[src/rtl/chan_cfg_pkg.sv]
package chan_cfg_pkg;
  localparam int unsigned IDX_W = 3;
  localparam logic [IDX_W-1:0] IX_CMD  = 3'd0;
  localparam logic [IDX_W-1:0] IX_GEN  = 3'd1;
  localparam logic [IDX_W-1:0] IX_RALO = 3'd2;
  localparam logic [IDX_W-1:0] IX_RAHI = 3'd3;
  localparam logic [IDX_W-1:0] IX_CTL  = 3'd4;
  localparam logic [IDX_W-1:0] IX_DTIM = 3'd5;
  localparam logic [IDX_W-1:0] IX_CTIM = 3'd6;
  // pointer bit positions
  localparam int unsigned PB_STEP  = 7;
  localparam int unsigned PB_POST  = 6;
  localparam int unsigned PB_BURST = 5;
  localparam int unsigned PB_DSEL  = 4;
  localparam int unsigned PB_CHAN  = 3;
  localparam logic [7:0]  PTR_RST  = 8'h50;
  localparam int unsigned RA_W     = 10;
endpackage

[src/rtl/chan_cfg_ptr.sv]
module chan_cfg_ptr
  import chan_cfg_pkg::*;
(
  input  logic       clk,
  input  logic       rst_ni,
  input  logic       ptr_wr_i,
  input  logic [7:0] ptr_wdata_i,
  input  logic       data_acc_i,
  output logic [7:0] ptr_o
);
  logic [7:0] ptr_q, ptr_d;
  logic       ptr_en;

  always_comb begin
    ptr_d  = ptr_q;
    ptr_en = 1'b0;
    if (ptr_wr_i) begin
      ptr_d  = ptr_wdata_i;
      ptr_en = 1'b1;
    end else if (data_acc_i && ptr_q[PB_STEP]) begin
      ptr_d[IDX_W-1:0] = ptr_q[IDX_W-1:0] + 1'b1;
      ptr_en = 1'b1;
    end
  end

  always_ff @(posedge clk or negedge rst_ni) begin
    if (!rst_ni)     ptr_q <= PTR_RST;
    else if (ptr_en) ptr_q <= ptr_d;
  end

  assign ptr_o = ptr_q;

  assert_idx_step_R9: assert property (@(posedge clk) disable iff (!rst_ni)
    (data_acc_i && !ptr_wr_i && ptr_q[PB_STEP]) |=>
      (ptr_q[IDX_W-1:0] == $past(ptr_q[IDX_W-1:0]) + 3'd1) && (ptr_q[7:3] == $past(ptr_q[7:3])));

  assert_idx_hold_R9: assert property (@(posedge clk) disable iff (!rst_ni)
    (!ptr_wr_i && !ptr_q[PB_STEP]) |=> $stable(ptr_q));
endmodule

[src/rtl/chan_cfg_bank.sv]
module chan_cfg_bank
  import chan_cfg_pkg::*;
#(
  parameter int unsigned DW       = 16,
  parameter logic [15:0] CMD_RST  = 16'h01F0,
  parameter logic [15:0] CTL_RST  = 16'h03F6,
  parameter logic [7:0]  GEN_RST  = 8'h01,
  parameter logic [7:0]  DTIM_RST = 8'hF5,
  parameter logic [7:0]  CTIM_RST = 8'hDE
) (
  input  logic             clk,
  input  logic             rst_ni,
  input  logic             wr_en_i,
  input  logic [IDX_W-1:0] idx_i,
  input  logic [DW-1:0]    wdata_i,
  output logic [DW-1:0]    rd_o,
  output logic [DW-1:0]    cmd_base_o,
  output logic [DW-1:0]    ctl_base_o,
  output logic [7:0]       gen_o,
  output logic [RA_W-1:0]  ra_cnt_o,
  output logic             ra_en_o,
  output logic             mode4_o,
  output logic             fifo_clr_o,
  output logic [7:0]       dtim_o,
  output logic [7:0]       ctim_o
);
  logic [DW-1:0]   cmd_q, cmd_d, ctl_q, ctl_d;
  logic [7:0]      gen_q, gen_d, dt_q, dt_d, ct_q, ct_d;
  logic [RA_W-1:0] ra_q, ra_d;
  logic            ren_q, ren_d, m4_q, m4_d, clr_q, clr_d;

  always_comb begin
    cmd_d = cmd_q; ctl_d = ctl_q; gen_d = gen_q; dt_d = dt_q; ct_d = ct_q;
    ra_d = ra_q; ren_d = ren_q; m4_d = m4_q;
    clr_d = 1'b0;
    if (wr_en_i) begin
      case (idx_i)
        IX_CMD:  cmd_d = wdata_i;
        IX_GEN:  gen_d = wdata_i[7:0];
        IX_RALO: ra_d[7:0] = wdata_i[7:0];
        IX_RAHI: begin
          ra_d[RA_W-1:8] = wdata_i[RA_W-9:0];
          ren_d = wdata_i[7];
          m4_d  = wdata_i[4];
          clr_d = wdata_i[6];
        end
        IX_CTL:  ctl_d = wdata_i;
        IX_DTIM: dt_d = wdata_i[7:0];
        IX_CTIM: ct_d = wdata_i[7:0];
        default: ;
      endcase
    end
  end

  always_ff @(posedge clk or negedge rst_ni) begin
    if (!rst_ni) begin
      cmd_q <= CMD_RST; ctl_q <= CTL_RST; gen_q <= GEN_RST;
      dt_q <= DTIM_RST; ct_q <= CTIM_RST;
      ra_q <= '0; ren_q <= 1'b0; m4_q <= 1'b0; clr_q <= 1'b0;
    end else begin
      clr_q <= clr_d;
      if (wr_en_i) begin
        cmd_q <= cmd_d; ctl_q <= ctl_d; gen_q <= gen_d;
        dt_q <= dt_d; ct_q <= ct_d;
        ra_q <= ra_d; ren_q <= ren_d; m4_q <= m4_d;
      end
    end
  end

  always_comb begin
    case (idx_i)
      IX_CMD:  rd_o = cmd_q;
      IX_GEN:  rd_o = DW'(gen_q & 8'hFB);
      IX_CTL:  rd_o = ctl_q;
      IX_DTIM: rd_o = DW'(dt_q);
      IX_CTIM: rd_o = DW'(ct_q);
      default: rd_o = '0;
    endcase
  end

  assign cmd_base_o = cmd_q;
  assign ctl_base_o = ctl_q;
  assign gen_o      = gen_q;
  assign ra_cnt_o   = ra_q;
  assign ra_en_o    = ren_q;
  assign mode4_o    = m4_q;
  assign fifo_clr_o = clr_q;
  assign dtim_o     = dt_q;
  assign ctim_o     = ct_q;

  assert_idx7_ignored_R8: assert property (@(posedge clk) disable iff (!rst_ni)
    (!wr_en_i || idx_i == 3'd7) |=>
      $stable(cmd_q) && $stable(ctl_q) && $stable(gen_q) && $stable(ra_q) &&
      $stable(ren_q) && $stable(m4_q) && $stable(dt_q) && $stable(ct_q));

  assert_fifo_single_R6: assert property (@(posedge clk) disable iff (!rst_ni)
    (fifo_clr_o && !(wr_en_i && idx_i == IX_RAHI && wdata_i[6])) |=> !fifo_clr_o);

  assert_wo_read_zero_R5: assert property (@(posedge clk) disable iff (!rst_ni)
    (idx_i == IX_RALO || idx_i == IX_RAHI) |-> (rd_o == '0));
endmodule

[src/rtl/chan_cfg_port.sv]
module chan_cfg_port
  import chan_cfg_pkg::*;
#(
  parameter int unsigned DW        = 16,
  parameter logic [15:0] CMD_RST0  = 16'h01F0,
  parameter logic [15:0] CMD_RST1  = 16'h0170,
  parameter logic [15:0] CTL_RST0  = 16'h03F6,
  parameter logic [15:0] CTL_RST1  = 16'h0376,
  parameter logic [7:0]  GEN_RST   = 8'h01,
  parameter logic [7:0]  DTIM_RST  = 8'hF5,
  parameter logic [7:0]  CTIM_RST  = 8'hDE
) (
  input  logic              clk,
  input  logic              rst_n,
  input  logic              host_sel,
  input  logic              host_rd,
  input  logic              host_wr,
  input  logic [DW-1:0]     host_wdata,
  output logic [DW-1:0]     host_rdata,
  output logic              post_wait_o,
  output logic              burst_off_o,
  output logic              devsel_med_o,
  output logic [2*DW-1:0]   cmd_base_o,
  output logic [2*DW-1:0]   ctl_base_o,
  output logic [15:0]       gen_cfg_o,
  output logic [2*RA_W-1:0] ra_count_o,
  output logic [1:0]        ra_enable_o,
  output logic [1:0]        mode4_en_o,
  output logic [1:0]        fifo_clr_o,
  output logic [15:0]       data_tim_o,
  output logic [15:0]       cmd_tim_o
);
  localparam int unsigned NCH = 2;

  logic rst_q1, rst_q2;
  always_ff @(posedge clk or negedge rst_n) begin
    if (!rst_n) begin
      rst_q1 <= 1'b0; rst_q2 <= 1'b0;
    end else begin
      rst_q1 <= 1'b1; rst_q2 <= rst_q1;
    end
  end

  logic [7:0] ptr;
  logic       data_acc, data_wr;
  logic [DW-1:0] bank_rd [NCH];

  assign data_acc = !host_sel && (host_rd || host_wr);
  assign data_wr  = !host_sel && host_wr;

  chan_cfg_ptr u_ptr (
    .clk(clk), .rst_ni(rst_q2), .ptr_wr_i(host_sel && host_wr),
    .ptr_wdata_i(host_wdata[7:0]), .data_acc_i(data_acc), .ptr_o(ptr)
  );

  for (genvar c = 0; c < NCH; c++) begin : g_ch
    chan_cfg_bank #(
      .DW(DW),
      .CMD_RST(c == 0 ? CMD_RST0 : CMD_RST1),
      .CTL_RST(c == 0 ? CTL_RST0 : CTL_RST1),
      .GEN_RST(GEN_RST), .DTIM_RST(DTIM_RST), .CTIM_RST(CTIM_RST)
    ) u_bank (
      .clk(clk), .rst_ni(rst_q2),
      .wr_en_i(data_wr && (ptr[PB_CHAN] == 1'(c))),
      .idx_i(ptr[IDX_W-1:0]), .wdata_i(host_wdata),
      .rd_o(bank_rd[c]),
      .cmd_base_o(cmd_base_o[c*DW +: DW]),
      .ctl_base_o(ctl_base_o[c*DW +: DW]),
      .gen_o(gen_cfg_o[c*8 +: 8]),
      .ra_cnt_o(ra_count_o[c*RA_W +: RA_W]),
      .ra_en_o(ra_enable_o[c]),
      .mode4_o(mode4_en_o[c]),
      .fifo_clr_o(fifo_clr_o[c]),
      .dtim_o(data_tim_o[c*8 +: 8]),
      .ctim_o(cmd_tim_o[c*8 +: 8])
    );
  end

  always_comb begin
    host_rdata = '0;
    if (host_rd) begin
      if (host_sel) host_rdata = DW'(ptr & 8'hDF);
      else          host_rdata = bank_rd[ptr[PB_CHAN]];
    end
  end

  assign post_wait_o  = ptr[PB_POST];
  assign burst_off_o  = ptr[PB_BURST];
  assign devsel_med_o = ptr[PB_DSEL];

  always_comb begin
    if (rst_q2 && host_rd && !host_sel && ptr[IDX_W-1:0] == 3'd7)
      assert_idx7_read_R8: assert (host_rdata == '0);
    if (rst_q2 && !host_rd)
      assert_idle_rdata_R10: assert (host_rdata == '0);
  end

  assert_ptr_bit5_read_R2: assert property (@(posedge clk) disable iff (!rst_q2)
    (host_rd && host_sel) |-> (host_rdata[5] == 1'b0 && host_rdata[DW-1:8] == '0));
endmodule

[config.mk]
export PLATFORM = sky130hd
export DESIGN_NAME = chan_cfg_port
export DESIGN_NICKNAME = d
export VERILOG_FILES = /design/src/rtl/chan_cfg_pkg.sv /design/src/rtl/chan_cfg_ptr.sv /design/src/rtl/chan_cfg_bank.sv /design/src/rtl/chan_cfg_port.sv
export SDC_FILE = /design/constraint.sdc
export NUM_CORES = 1
export LEC_CHECK = 0
export CAP_MARGIN = 20
export CELL_PAD_IN_SITES_DETAIL_PLACEMENT = 1
export CELL_PAD_IN_SITES_GLOBAL_PLACEMENT = 1
export CORE_MARGIN = 2
export CORE_UTILIZATION = 36
export CTS_CLUSTER_SIZE = 30
export DETAILED_ROUTE_END_ITERATION = 10
export GPL_ROUTABILITY_DRIVEN = 0
export PLACE_DENSITY_LB_ADDON = 0.1
export SLEW_MARGIN = 10
export SYNTH_ARGS = -nofsm -noshare
export SYNTH_HDL_FRONTEND = slang
export SYNTH_SLANG_ARGS = --single-unit
[constraint.sdc]
create_clock -name clk -period 4.6 [get_ports clk]
set_clock_uncertainty 0.1 [all_clocks]
set_input_delay 1.15 -clock clk [delete_from_list [all_inputs] [get_ports clk]]
set_output_delay 1.15 -clock clk [all_outputs]
set_load 0.02 [all_outputs]
==> impl_metrics.ini <==
[logic_synthesis]
synth-simple-area-share_pct = 6.13
seq_area_frac_synth_pct = 55.3
synth_edf_count = 0
synth_mux_area_share_pct = 26.6
ys_types = 52
syn-mean-instance-area_um2 = 13.9
syn_nets = 515
netlist_instances = 489
syn-cell-area_um2 = 6820
synth_top_family_by_area = multiplexers
synth_fa_ha_area_share_pct = 0.917
ys.flop_type = dfrtp_1
synth_compound_area_share_pct = 7.06
yosys_warnings = 0
async_flop_share_pct = 100
synthXorXnorAreaFrac_pct = 0
yosys_register_bits = 148

[floorplanning]
start_util_pct = 36.6
coreArea_um2 = 18600
die_area_um2 = 20100
die_w_um = 142
ios = 178
rows = 50
die_y_um = 142

[outcome]
status = complete, no violations

[global_routing]
grt_usage_pct = 22.4
antenna_found_initial = 0
grt_max_degree = 79
grt_pass1_vias = 5471
overflow = 0
grt_pass1_wl_um = 33500

[clock_network]
clk_latency_ps = 420
path_clk_slew_ps = 60
cts-root-buf = clkbuf_16
clock-sinks = 148
cts_inserted_buffers = 17
holdBufCountCts = 0
postCtsSetupBuffers = 0
htreeDepth = 4
cts_buffer_depth = 2
cts_resized = 0
tritoncts = yes

[route]
drtIter0Drc = 209
viasPerCell = 5.38
antenna_left = 0
wl_per_cell_um = 24.1
drc_errors = 0
drt-pass1-iter-count = 4
wirelength_um = 21800
via_count = 4862

[finish]
syn_to_final_growth_pct = 37.2
utilization_pct = 50.2
fillers = 1882
finalNonFillerCells = 904
fin_nets = 683
drive_above_1_share_pct = 39.6
finalInstanceArea_um2 = 9360
antenna_cells = 0

[sta]
drv_slew = 0
finalSetupViolCount = 0
fin_hold_ws_ps = 256
finalCritPeriodShare_pct = 95.9
finalCriticalPeriod_ps = 4410
setup_tns_ps = 0
hold_viol_final = 0
fin_ws_ps = 188
tightest_slew_ps = 925
relSlewSlack_pct = 38.3
fmax_mhz = 227

[power_and_ir_drop]
switching_share_pct = 37.3
power.total_mw = 7.14
switchingPower_mw = 2.67
p_leak_nw = 3.86
pwr-share-seq_pct = 35.3
clkPwrFrac_pct = 18.6
p_comb_share_pct = 46.1
irDropWorstVdd_v = 0.000318
powerDensity_nw_per_um2 = 763
p_int_mw = 4.48

[setup_path]
cp_max_fo = 14
critPathRequiredTime_ps = 3350
cp-end-kind = primary output
ff2ff_setup_slack_ps = 1770
arrival_ps = 3160
cp-start-kind = primary input
path_class = in2out

[placed_design]
numPortBuffers = 177
dp_hpwl_um = 15000
pre_cts_ws_ps = 100
place_area_um2 = 8790
dp_cells = 872

[hold_path]
hold_class = reg2reg

[run]
max_cap_viol_count = 0
[layout by cell type (no fill, tap or decap), types with 4 or more instances in the layout]
master             n
clkbuf_16         17
inv_1              4
dfstp_2           52
clkdlybuf4s50_1  176
o21ai_0            8
a22o_1             4
a222oi_1           4
mux2_2           143
a221oi_1          12
a22oi_1            5
mux4_2             8
o211ai_1           4
nor2b_1            5
nand2_1           25
nor2_1             4
and3_1            11
nand3_1            7
a21oi_1           11
clkinv_2           6
dfrtp_1           94
buf_4             12
[kinds of logic (layout without fill, tap and decap cells)]
family / after synthesis / count (layout)
buffers and inverters: 48 / 229
other: 1 / 1
AOI/OAI and AO/OA: 64 / 64
DFF: 148 / 148
adders and majority gates: 5 / 5
muxes: 153 / 153
and+or+nand+nor: 70 / 70
[cells in the mapped netlist, drive strengths merged (3+ instances only)]
cell type	number	area share (%)
mux2	144	24
dfrtp	96	35
dfstp	52	20
buf	29	3.0
nand2	27	1.6
clkbuf	14	0.77
a221oi	12	1.5
a21oi	11	0.81
and3	11	1.0
nand3	9	0.81
mux4	8	2.6
o21ai	8	0.59
nor2	7	0.57
a22oi	5	0.55
ha	5	0.92
inv	5	0.28
nor2b	5	0.46
a222oi	4	0.59
a22o	4	0.51
o211ai	4	0.44
nor3b	3	0.83
[worst max-delay path, stage by stage]
cell	delay, ps
clkdlybuf4s50_1	530
nor2b_1	220
o31a_1	220
buf_12	160
o21a_1	130
a22o_1	130
clkdlybuf4s50_1	610
[final cells by class]
type	count	area, um^2	area share (%)
tap	234	293	3.13
multi-input combinational	293	2790	29.8
sequential	148	3770	40.3
clock buffer	22	474	5.07
inverter	5	18.8	0.201
timing repair buffer	192	1920	20.6
clock inverter	10	83.8	0.896
[flip-flops by register name, indices dropped and copies added, names as in the netlist]
name                    count
g_ch.u_bank.cmd_base_o     32
g_ch.u_bank.ctim_o         16
g_ch.u_bank.ctl_base_o     32
g_ch.u_bank.dtim_o         16
g_ch.u_bank.fifo_clr_o      2
g_ch.u_bank.gen_o          16
g_ch.u_bank.mode4_o         2
g_ch.u_bank.ra_cnt_o       20
g_ch.u_bank.ra_en_o         2
rst_q1                      1
rst_q2                      1
u_ptr.ptr_o                 8
[routing by layer]
metal	vias to the layer above	GRT usage, %	part of all wire [%]
li1	2120	-	-
met2	135	37.9	51
met1	2580	28.3	42
met4	0	7.47	1.8
met3	27	5.50	4.9
met5	-	0	0
[power groups by stage]
stage	clock, mW	combinational [mW]	sequential (mW)
6_report	1.33	3.29	2.52
4_1_cts	1.36	3.33	2.53
3_3_place_gp	0	3.26	2.50
5_1_grt	1.41	3.48	2.62
3_5_place_dp	0	3.31	2.55
2_1_floorplan	0	1.14	3.06
[worst paths after layout]
path,startpoint,to,cells after the start
max,host_rd,host_rdata[1],7
min,rst_q1,rst_q2,0
max reg2reg,u_ptr.ptr_o[0],g_ch[1].u_bank.cmd_base_o[13],6
min reg2reg,rst_q1,rst_q2,0
max in group asynchronous,rst_q2,g_ch[0].u_bank.gen_o[0],1
min in group asynchronous,rst_q2,g_ch[1].u_bank.cmd_base_o[14],0
No activity file was read; power rests on OpenSTA's default activity.
